### config.mk
export PLATFORM = sky130hd
export DESIGN_NAME = wrbar_mux
export DESIGN_NICKNAME = d
export VERILOG_FILES = /design/src/rtl/wrbar_pkg.sv /design/src/rtl/wrbar_ctr.sv /design/src/rtl/wrbar_rr.sv /design/src/rtl/wrbar_mux.sv
export SDC_FILE = /design/constraint.sdc
export NUM_CORES = 1
export LEC_CHECK = 0
export ABC_CLOCK_PERIOD_IN_PS = 4350
export BUFFER_PORTS_ARGS = -buffer_cell sky130_fd_sc_hd__buf_2
export CAP_MARGIN = 10
export CORE_MARGIN = 2
export CORE_UTILIZATION = 40
export CTS_BUF_LIST = sky130_fd_sc_hd__clkbuf_16
export DETAILED_ROUTE_END_ITERATION = 8
export HOLD_SLACK_MARGIN = 0.02
export PLACE_DENSITY = 0.68
export SLEW_MARGIN = 15
export SYNTH_ARGS = -nofsm -noshare
export SYNTH_HDL_FRONTEND = slang
export SYNTH_SLANG_ARGS = --single-unit
### constraint.sdc
create_clock -name clk -period 4.35 [get_ports clk]
set_input_delay 0 -clock clk [delete_from_list [all_inputs] [get_ports clk]]
set_output_delay 0 -clock clk [all_outputs]
set_load 0.03 [all_outputs]
### src/rtl/wrbar_pkg.sv
package wrbar_pkg;

    // Rotating priority: first set bit of mask after index last, wrapping.
    // Returns n when no bit is set.
    function automatic int unsigned rr_pick(input logic [31:0] mask,
                                            input int unsigned last,
                                            input int unsigned n);
        int unsigned res;
        res = n;
        for (int unsigned k = n; k >= 1; k--) begin
            if (mask[(last + k) % n]) res = (last + k) % n;
        end
        return res;
    endfunction

endpackage

### src/rtl/wrbar_ctr.sv
module wrbar_ctr #(
    parameter int CNT_W = 10
) (
    input  logic             clk,
    input  logic             rst_n,
    input  logic             inc,
    input  logic             dec,
    output logic [CNT_W-1:0] count,
    output logic             is_zero,
    output logic             is_full
);
    typedef struct packed {
        logic [CNT_W-1:0] cnt;
    } ctr_st_t;

    ctr_st_t s_d, s_q;

    always_comb begin
        s_d = s_q;
        unique case ({inc, dec})
            2'b10: s_d.cnt = s_q.cnt + 1'b1;
            2'b01: if (s_q.cnt != '0) s_d.cnt = s_q.cnt - 1'b1;
            default: s_d.cnt = s_q.cnt;
        endcase
    end

    always_ff @(posedge clk) begin
        if (!rst_n) s_q <= '0;
        else        s_q <= s_d;
    end

    assign count   = s_q.cnt;
    assign is_zero = (s_q.cnt == '0);
    assign is_full = (s_q.cnt == '1);
endmodule

### src/rtl/wrbar_rr.sv
module wrbar_rr
    import wrbar_pkg::*;
#(
    parameter int N     = 4,
    parameter int IDX_W = (N > 1) ? $clog2(N) : 1
) (
    input  logic             clk,
    input  logic             rst_n,
    input  logic [N-1:0]     eligible,
    output logic [N-1:0]     grant,
    output logic             grant_any,
    output logic [IDX_W-1:0] grant_idx
);
    typedef struct packed {
        logic [IDX_W-1:0] last;
    } rr_st_t;

    rr_st_t s_d, s_q;
    int unsigned pick;

    always_comb begin
        s_d  = s_q;
        pick = rr_pick(32'(eligible), int'(s_q.last), N);
        grant     = '0;
        grant_any = (pick < N);
        grant_idx = IDX_W'(pick);
        if (grant_any) begin
            grant[pick[IDX_W-1:0]] = 1'b1;
            s_d.last = IDX_W'(pick);
        end
    end

    always_ff @(posedge clk) begin
        if (!rst_n) s_q.last <= IDX_W'(N - 1);
        else        s_q      <= s_d;
    end
endmodule

### src/rtl/wrbar_mux.sv
module wrbar_mux #(
    parameter int NUM_STREAMS = 4,
    parameter int CNT_W       = 10,
    parameter int PAYLOAD_W   = 32,
    parameter int TAG_W       = 16
) (
    input  logic                           clk,
    input  logic                           rst_n,
    input  logic [NUM_STREAMS-1:0]         req_valid,
    input  logic [NUM_STREAMS-1:0]         req_fence,
    input  logic [NUM_STREAMS*PAYLOAD_W-1:0] req_payload,
    output logic [NUM_STREAMS-1:0]         req_ready,
    output logic                           wr_valid,
    output logic [TAG_W-1:0]               wr_tag,
    output logic [PAYLOAD_W-1:0]           wr_payload,
    input  logic                           rsp_valid,
    input  logic [TAG_W-1:0]               rsp_tag
);
    localparam int SID_W = (NUM_STREAMS > 1) ? $clog2(NUM_STREAMS) : 1;

    typedef struct packed {
        logic                 valid;
        logic [TAG_W-1:0]     tag;
        logic [PAYLOAD_W-1:0] payload;
    } out_st_t;

    out_st_t o_d, o_q;

    logic [NUM_STREAMS-1:0]       dec, zero, full, eligible, grant;
    logic [NUM_STREAMS*CNT_W-1:0] cnt_flat;
    logic                         grant_any;
    logic [SID_W-1:0]             grant_idx;
    logic [SID_W-1:0]             rsp_sid;
    logic                         unused_tag_hi;

    assign rsp_sid       = rsp_tag[SID_W-1:0];
    assign unused_tag_hi = ^rsp_tag[TAG_W-1:SID_W];

    for (genvar i = 0; i < NUM_STREAMS; i++) begin : g_stream
        assign dec[i] = rsp_valid && (rsp_sid == SID_W'(i));
        assign eligible[i] = req_valid[i] && !full[i] && (!req_fence[i] || zero[i]);

        wrbar_ctr #(.CNT_W(CNT_W)) u_ctr (
            .clk     (clk),
            .rst_n   (rst_n),
            .inc     (grant[i]),
            .dec     (dec[i]),
            .count   (cnt_flat[i*CNT_W +: CNT_W]),
            .is_zero (zero[i]),
            .is_full (full[i])
        );
    end

    wrbar_rr #(.N(NUM_STREAMS), .IDX_W(SID_W)) u_arb (
        .clk       (clk),
        .rst_n     (rst_n),
        .eligible  (eligible),
        .grant     (grant),
        .grant_any (grant_any),
        .grant_idx (grant_idx)
    );

    assign req_ready = grant;

    always_comb begin
        o_d         = o_q;
        o_d.valid   = grant_any;
        o_d.tag     = TAG_W'(grant_idx);
        o_d.payload = req_payload[grant_idx*PAYLOAD_W +: PAYLOAD_W];
    end

    always_ff @(posedge clk) begin
        if (!rst_n) o_q <= '0;
        else        o_q <= o_d;
    end

    assign wr_valid   = o_q.valid;
    assign wr_tag     = o_q.tag;
    assign wr_payload = o_q.payload;
endmodule

==> results of run 1 <==
layout make-up:
type                       count  area (um2)
clock inverter                 7        67.6
sequential                    77        1540
multi-input combinational    460        3500
fill                        1193        6050
inverter                      12        45.0
tap                          176         220
timing repair buffer         235        1430
clock buffer                   9         225
layer usage:
layer	vias to the layer above	wire length (um)	track usage	share of wire
met5	-	0	0	0
met4	0	286	0.0640	0.020
met3	26	703	0.0522	0.049
met2	131	6850	0.343	0.48
met1	2313	6450	0.262	0.45
li1	2541	-	-	-
critical path: stages, from the launching register on:
cell and delay [ps]:
dfxtp_1 370, nor4_2 350, a31oi_1 240, a211oi_2 350, o21ai_2 210, a21oi_2 390, nor2_2 120, ha_1 280
a21o_1 170, a21oi_1 210, o21ai_0 160, o41ai_1 350, o21ai_0 210, nor3b_1 210, a31o_2 140, mux2i_1 160
state kept, by name, indices dropped and copies added, names as in the netlist:
register	count
wr_valid	1
wr_payload	32
g_stream.u_ctr.count	40
wr_tag	2
u_arb.s_q	2
how the worst max path moves through the flow:
stage | slack [ps] | cells after the start | endpoint
after floorplan | 380 | 15 | g_stream[1].u_ctr.count[9]$_SDFFE_PN0P_
after global placement | 270 | 15 | g_stream[3].u_ctr.count[9]$_SDFFE_PN0P_
after detailed placement | 220 | 15 | g_stream[3].u_ctr.count[9]$_SDFFE_PN0P_
after CTS | 220 | 15 | g_stream[3].u_ctr.count[9]$_SDFFE_PN0P_
after global routing | 5 | 15 | g_stream[1].u_ctr.count[9]$_SDFFE_PN0P_
final | 350 | 15 | g_stream[1].u_ctr.count[9]$_SDFFE_PN0P_
metrics by stage:
stage	std cells	power, uW	cell area, um2	worst slack [ps]	hold WS, ps
floorplan	595	3050	5340	384	234
global placement	914	3440	6240	273	343
detailed placement	914	3460	6240	224	349
CTS	976	4370	7000	216	21.6
global route	976	4670	7030	4.55	33.9
finish	976	4360	7030	345	21.1
power by group:
group	total (uW)	internal [uW]	switching [uW]
registers	1070	929	144
clock network	751	441	310
logic	2540	1050	1490
cell families (layout without fill, tap and decap cells):
| group | count (synthesis) | count (layout) | synth area share |
|---|---|---|---|
| flip-flops | 77 | 77 | 0.291 |
| buffers and inverters | 58 | 263 | 0.0643 |
| multiplexers | 77 | 77 | 0.159 |
| AO/OA/AOI/OAI | 138 | 138 | 0.191 |
| other | 1 | 14 | 0.000709 |
| XOR/XNOR | 33 | 33 | 0.0546 |
| adder cells (fa/ha/maj) | 36 | 36 | 0.0908 |
| AND/OR/NAND/NOR | 162 | 162 | 0.148 |
cells in the mapped netlist (5+ instances only):
master / instances / area (um2)
dfxtp_1: 77 / 1540
nor2_1: 66 / 248
mux2i_1: 42 / 420
a211oi_1: 33 / 248
ha_1: 32 / 400
nand2_1: 30 / 113
mux2_2: 28 / 315
nand3_1: 26 / 130
a21oi_1: 22 / 110
buf_4: 22 / 165
o31ai_1: 21 / 158
xor2_1: 19 / 166
xnor2_1: 14 / 123
clkbuf_1: 13 / 48.8
o21ai_0: 13 / 65.1
inv_1: 11 / 41.3
a21o_1: 8 / 60.1
nand4_1: 8 / 50.1
nor3_1: 6 / 30.0
nor4_1: 6 / 37.5
a31oi_1: 5 / 31.3
buf_6: 5 / 56.3
o21bai_1: 5 / 37.5
what timing repair did:
action | 4_1_cts | 5_1_grt
hold endpoints to repair | 25 | 0
setup endpoints to repair | 0 | 3
gates resized for setup | 0 | 6
hold buffers | 46 | 0
==> metrics.yaml, run 1 <==
drt:
  via_per_inst: 5.13
  num_vias: 5011
  route.detailed.drc: 0
  first_pass_iters: 4
  drt-total-wl_um: 14300
  antenna_left: 0
  routedWlPerCell_um: 14.6
  drt-initial-drc-count: 204
synth:
  ys_warn_count: 0
  synth_area_um2: 5290
  syn_inst: 582
  synthDistinctLibCells: 63
  ys_ff_latch: 77
  ys_seq_area_frac: 0.291
  synth_edf_count: 0
  syn_area_per_cell_um2: 9.09
  synth_flop_cell: "dfxtp_1"
  synthArstFlopShare: 0
setup_path:
  crit_path_max_fanout: 5
  reg2regPathDepth: 15
  crit_required_ps: 4620
  startpoint: "g_stream[1].u_ctr.count[0]$_SDFFE_PN0P_"
  cp.arrival_ps: 4280
  cp-start-kind: "flip-flop"
  end_kind: "flip-flop"
  timing.rr.start: "g_stream[1].u_ctr.count[0]$_SDFFE_PN0P_"
  worstSetupPathType: "reg -> reg"
  worstReg2RegEnd: "g_stream[1].u_ctr.count[9]$_SDFFE_PN0P_"
  r2r_setup_slack_ps: 350
layout:
  layout_common_cells: "buf_2 (179), dfxtp_1 (77), nor2_1 (64), dlygate4sd3_1 (46), mux2i_1 (42)"
  finish.utilization: 0.537
  final_common_cell: "buf_2"
  area_growth_pct: 32.9
  nets: 986
  diodes: 0
  drive_above_1_share: 0.333
timing:
  hold_violations: 0
  max_freq_mhz: 250
  tightestPinTransition_ps: 897
  setup_viol_count_final: 0
  rsz0062_at_grt: "no"
  fin_crit_sh: 0.921
  period_needed_ps: 4000
  slew_viol_final: 0
  final.setup.tns_ps: 0
  slew_headroom: 0.390
  fin_skew_ps: 5.01
clocking:
  cts_root_buf: "clkbuf_16"
  htree_levels: 3
  post-cts-setup-buffers: 0
  numClockSinks: 77
  clkSlewWorstSetupHoldPaths_ps: 60
  numCtsBuffers: 9
  clk_latency_ps: 340
  cts_tree: "built"
  cts_max_path_buffers: 2
global_route:
  grt_overflow: 0
  grt_max_degree: 67
  track_usage: 0.206
  antenna_found_initial: 0
  grt_pass1_wl_um: 23400
  grt_pass1_vias: 4852
floorplan:
  row_count: 42
  die_area_um2: 14200
  start_util: 0.404
  core_area_um2: 13100
  ioPinCount: 208
  die_y_um: 119
  fp.dieW_um: 119
power:
  power_leakage_uw: 0.00324
  power_per_cell_area_nw_per_um2: 620
  ir_worst_vdd_v: 0.000355
min_path:
  min_from: "req_payload[12]"
  hold_class: "in -> reg"
  worstHoldEndpoint: "wr_payload[12]$_SDFF_PN0_"
  hold_depth: 3
place:
  io_buffers: 179
  place_congestion: 0.853
  hpwl_um: 10200
flow_run:
  max-cap-violations: 0
run_status:
  outcome: "completed"
(Power assumes the default switching activity.)
==> inputs of run 2 (changes only) <==
ABC_AREA = 1   (was unset)
CAP_MARGIN = 30   (was 10)
PLACE_DENSITY = 0.67   (was 0.68)
==> metrics.yaml, run 2 <==
power:
  power_per_cell_area_nw_per_um2: 818  # +32%
  power.total_uw: 6030  # +38%
  ir_worst_vdd_v: 0.000491  # +38%
  power_leakage_uw: 0.00370  # +14%
synth:
  synth_flop_cell: "dfxtp_1"
  ys_warn_count: 0  # unchanged
  syn_area_per_cell_um2: 6.84  # -25%
  synth_compound_area_frac: 0.176  # -0.0154
  syn_inst: 803  # +38%
  yosys-top-cells-count: "nand2_1 (189), nor2_1 (100), dfxtp_1 (77)"
  synth_top_area_frac: 0.281  # -0.0106
  synthDistinctLibCells: 43  # -32%
  synth_edf_count: 0  # unchanged
  synth_xor_area_frac: 0.0431  # -0.0116
  ys_ff_latch: 77  # unchanged
  synthArstFlopShare: 0  # unchanged
  synth_fa_ha_area_frac: 0.0875  # -0.00329
  synth_simple_gate_area_frac: 0.308  # +0.160
  synth_top_area_cell: "dfxtp_1"
  ys_top_cells_by_area: "dfxtp_1 (28%), nand2_1 (13%), ha_1 (7.3%)"
  ys_seq_area_frac: 0.281  # -0.0106
  synth_area_um2: 5490  # +3.8%
  yosys.cell_count.top_type: "nand2_1"
  synth_top_family_by_area: "simple AND/OR/NAND/NOR gates"
  synth.mux.area_fraction: 0  # -0.159
drt:
  drt-initial-drc-count: 364  # +78%
  antenna_left: 0  # unchanged
  route.detailed.drc: 0  # unchanged
  first_pass_iters: 5  # +1
  via_per_inst: 4.87  # -5.2%
  num_vias: 5897  # +18%
  drt-total-wl_um: 16000  # +12%
  routedWlPerCell_um: 13.2  # -9.9%
setup_path:
  crit_required_ps: 4630  # about the same
  cpPeakStageDelay_ps: 390  # about the same
  crit_top_cell: "nand2_1"
  end_kind: "flip-flop"
  crit_path_top_delay_cell: "dfxtp_1"
  cp.arrival_ps: 4100  # -180 ps
  worstSetupPathType: "reg -> reg"
  cp-start-kind: "flip-flop"
  crit_path_max_fanout: 8  # +3
  reg2regPathDepth: 31  # +16
layout:
  largest_reg_flops: 40  # unchanged
  nFillCells: 1286  # +7.8%
  area_growth_pct: 34.3
  final_common_cell: "nand2_1"
  layout_common_cells: "nand2_1 (189), buf_2 (179), nor2_1 (100), dfxtp_1 (77), dlygate4sd3_1 (63)"
  drive_above_1_share: 0.245  # -0.0873
  nets: 1222  # +24%
  final_area_um2: 7370  # +4.8%
  stdcell_count: 1212  # +24%
  diodes: 0  # unchanged
min_path:
  hold_depth: 3  # unchanged
  hold_class: "in -> reg"
clocking:
  numClockSinks: 77  # unchanged
  cts_root_buf: "clkbuf_16"
  clkSlewWorstSetupHoldPaths_ps: 60  # about the same
  clk_latency_ps: 340  # about the same
  numCtsBuffers: 9  # unchanged
  htree_levels: 3  # unchanged
  cts_max_path_buffers: 2  # unchanged
  cts_tree: "built"
global_route:
  grt_pass1_wl_um: 25400  # +8.5%
  grt_overflow: 0  # unchanged
  track_usage: 0.215  # +0.00847
  grt_pass1_vias: 5458  # +12%
  grt_max_degree: 68  # +1.5%
  antenna_found_initial: 1  # +1
timing:
  period_needed_ps: 3830  # -179 ps
  tightestPinTransition_ps: 751  # -146 ps
  hold_violations: 0  # unchanged
  fin_crit_sh: 0.880  # -0.0411
  fin_skew_ps: 6.45  # +1.43 ps
  setup_viol_count_final: 0  # unchanged
  final.setup.tns_ps: 0  # unchanged
  slew_viol_final: 0  # unchanged
  max_freq_mhz: 261  # +4.7%
  slew_headroom: 0.499  # +0.109
place:
  io_buffers: 179  # unchanged
  dpl_cell_area_um2: 6370  # +2.0%
  dp_cells: 1128  # +23%
  hpwl_um: 11000  # +7.7%
  place_congestion: 0.833  # -2.4%
floorplan:
  die_y_um: 121  # +1.8%
  fp.dieW_um: 121  # +1.8%
  ioPinCount: 208  # unchanged
  die_area_um2: 14700  # +3.6%
  row_count: 42  # unchanged
  start_util: 0.411  # +0.00694
  core_area_um2: 13300  # +2.0%
run_status:
  outcome: "completed"
flow_run:
  max-cap-violations: 0  # unchanged
[run 2: cell types whose count changed after synthesis, moves of 21 or more]
| cell | before | now |
|---|---|---|
| nor2_1 | 66 | 100 |
| a21oi_1 | 22 | 57 |
| inv_1 | 11 | 47 |
| o21ai_0 | 13 | 41 |
| mux2_2 | 28 | 0 |
| o31ai_1 | 21 | 0 |
| nand2_1 | 30 | 189 |
| mux2i_1 | 42 | 0 |
| a211oi_1 | 33 | 0 |
[run 2: layout make-up]
| type | count | area (um2) | share of cell area |
|---|---|---|---|
| clock inverter | 7 | 106 | 0.0144 |
| timing repair buffer | 254 | 1620 | 0.219 |
| multi-input combinational | 629 | 3430 | 0.465 |
| sequential | 77 | 1540 | 0.209 |
| inverter | 60 | 236 | 0.0321 |
| clock buffer | 9 | 225 | 0.0305 |
| tap | 176 | 220 | 0.0299 |
[run 2: metrics by stage]
stage | setup slack (ps) | util | hold slack [ps]
6_report | 524 | 0.552 | 32.0
5_1_grt | -24.8 | 0.552 | 36.9
4_1_cts | 479 | 0.549 | 23.9
3_5_place_dp | 493 | 0.477 | 258
3_3_place_gp | 547 | 0.477 | 261
2_1_floorplan | 985 | - | 157
[run 2: report_power, final]
part           internal (uW)  switching [uW]
combinational           1470            2570
sequential               973             173
clock                    553             294
total                   2990            3040
[run 2: final timing paths]
kind / from / end / slack, ps
setup / recovery: g_stream[1].u_ctr.count[0]$_SDFFE_PN0P_ / g_stream[1].u_ctr.count[9]$_SDFFE_PN0P_ / 520
hold / removal: req_payload[121] / wr_payload[25]$_SDFF_PN0_ / 30
setup reg to reg: g_stream[1].u_ctr.count[0]$_SDFFE_PN0P_ / g_stream[1].u_ctr.count[9]$_SDFFE_PN0P_ / 520
hold reg to reg: g_stream[3].u_ctr.count[3]$_SDFFE_PN0P_ / g_stream[3].u_ctr.count[3]$_SDFFE_PN0P_ / 500
[run 2: metal layers]
layer	global-route usage	vias to the layer above	share of wire
li1	-	3105	-
met1	0.265	2608	0.44
met2	0.362	156	0.48
met3	0.0418	28	0.060
met4	0.0948	0	0.026
met5	0	-	0
[run 2: cells by family after synthesis]
logic type / count (synthesis)
buffers and inverters: 110
xor gates and xnor gates: 27
DFF: 77
and+or+nand+nor: 381
AOI/OAI and AO/OA: 171
other: 1
adders and majority gates: 36
[run 2: what timing repair did]
action / in CTS / in global routing
hold buffers: 63 / 0
setup buffers: 0 / 5
endpoints found under the hold margin: 32 / 0
endpoints found under the setup margin: 0 / 1
gates resized for setup: 0 / 1
[run 2: worst max-delay path, delay by kind of cell (launching register included)]
family | cells | cell delay, ps
and+or+nand+nor | 24 | 1990
DFF | 1 | 390
adders and majority gates | 1 | 380
buffers and inverters | 2 | 240
AOI/OAI and AO/OA | 4 | 760
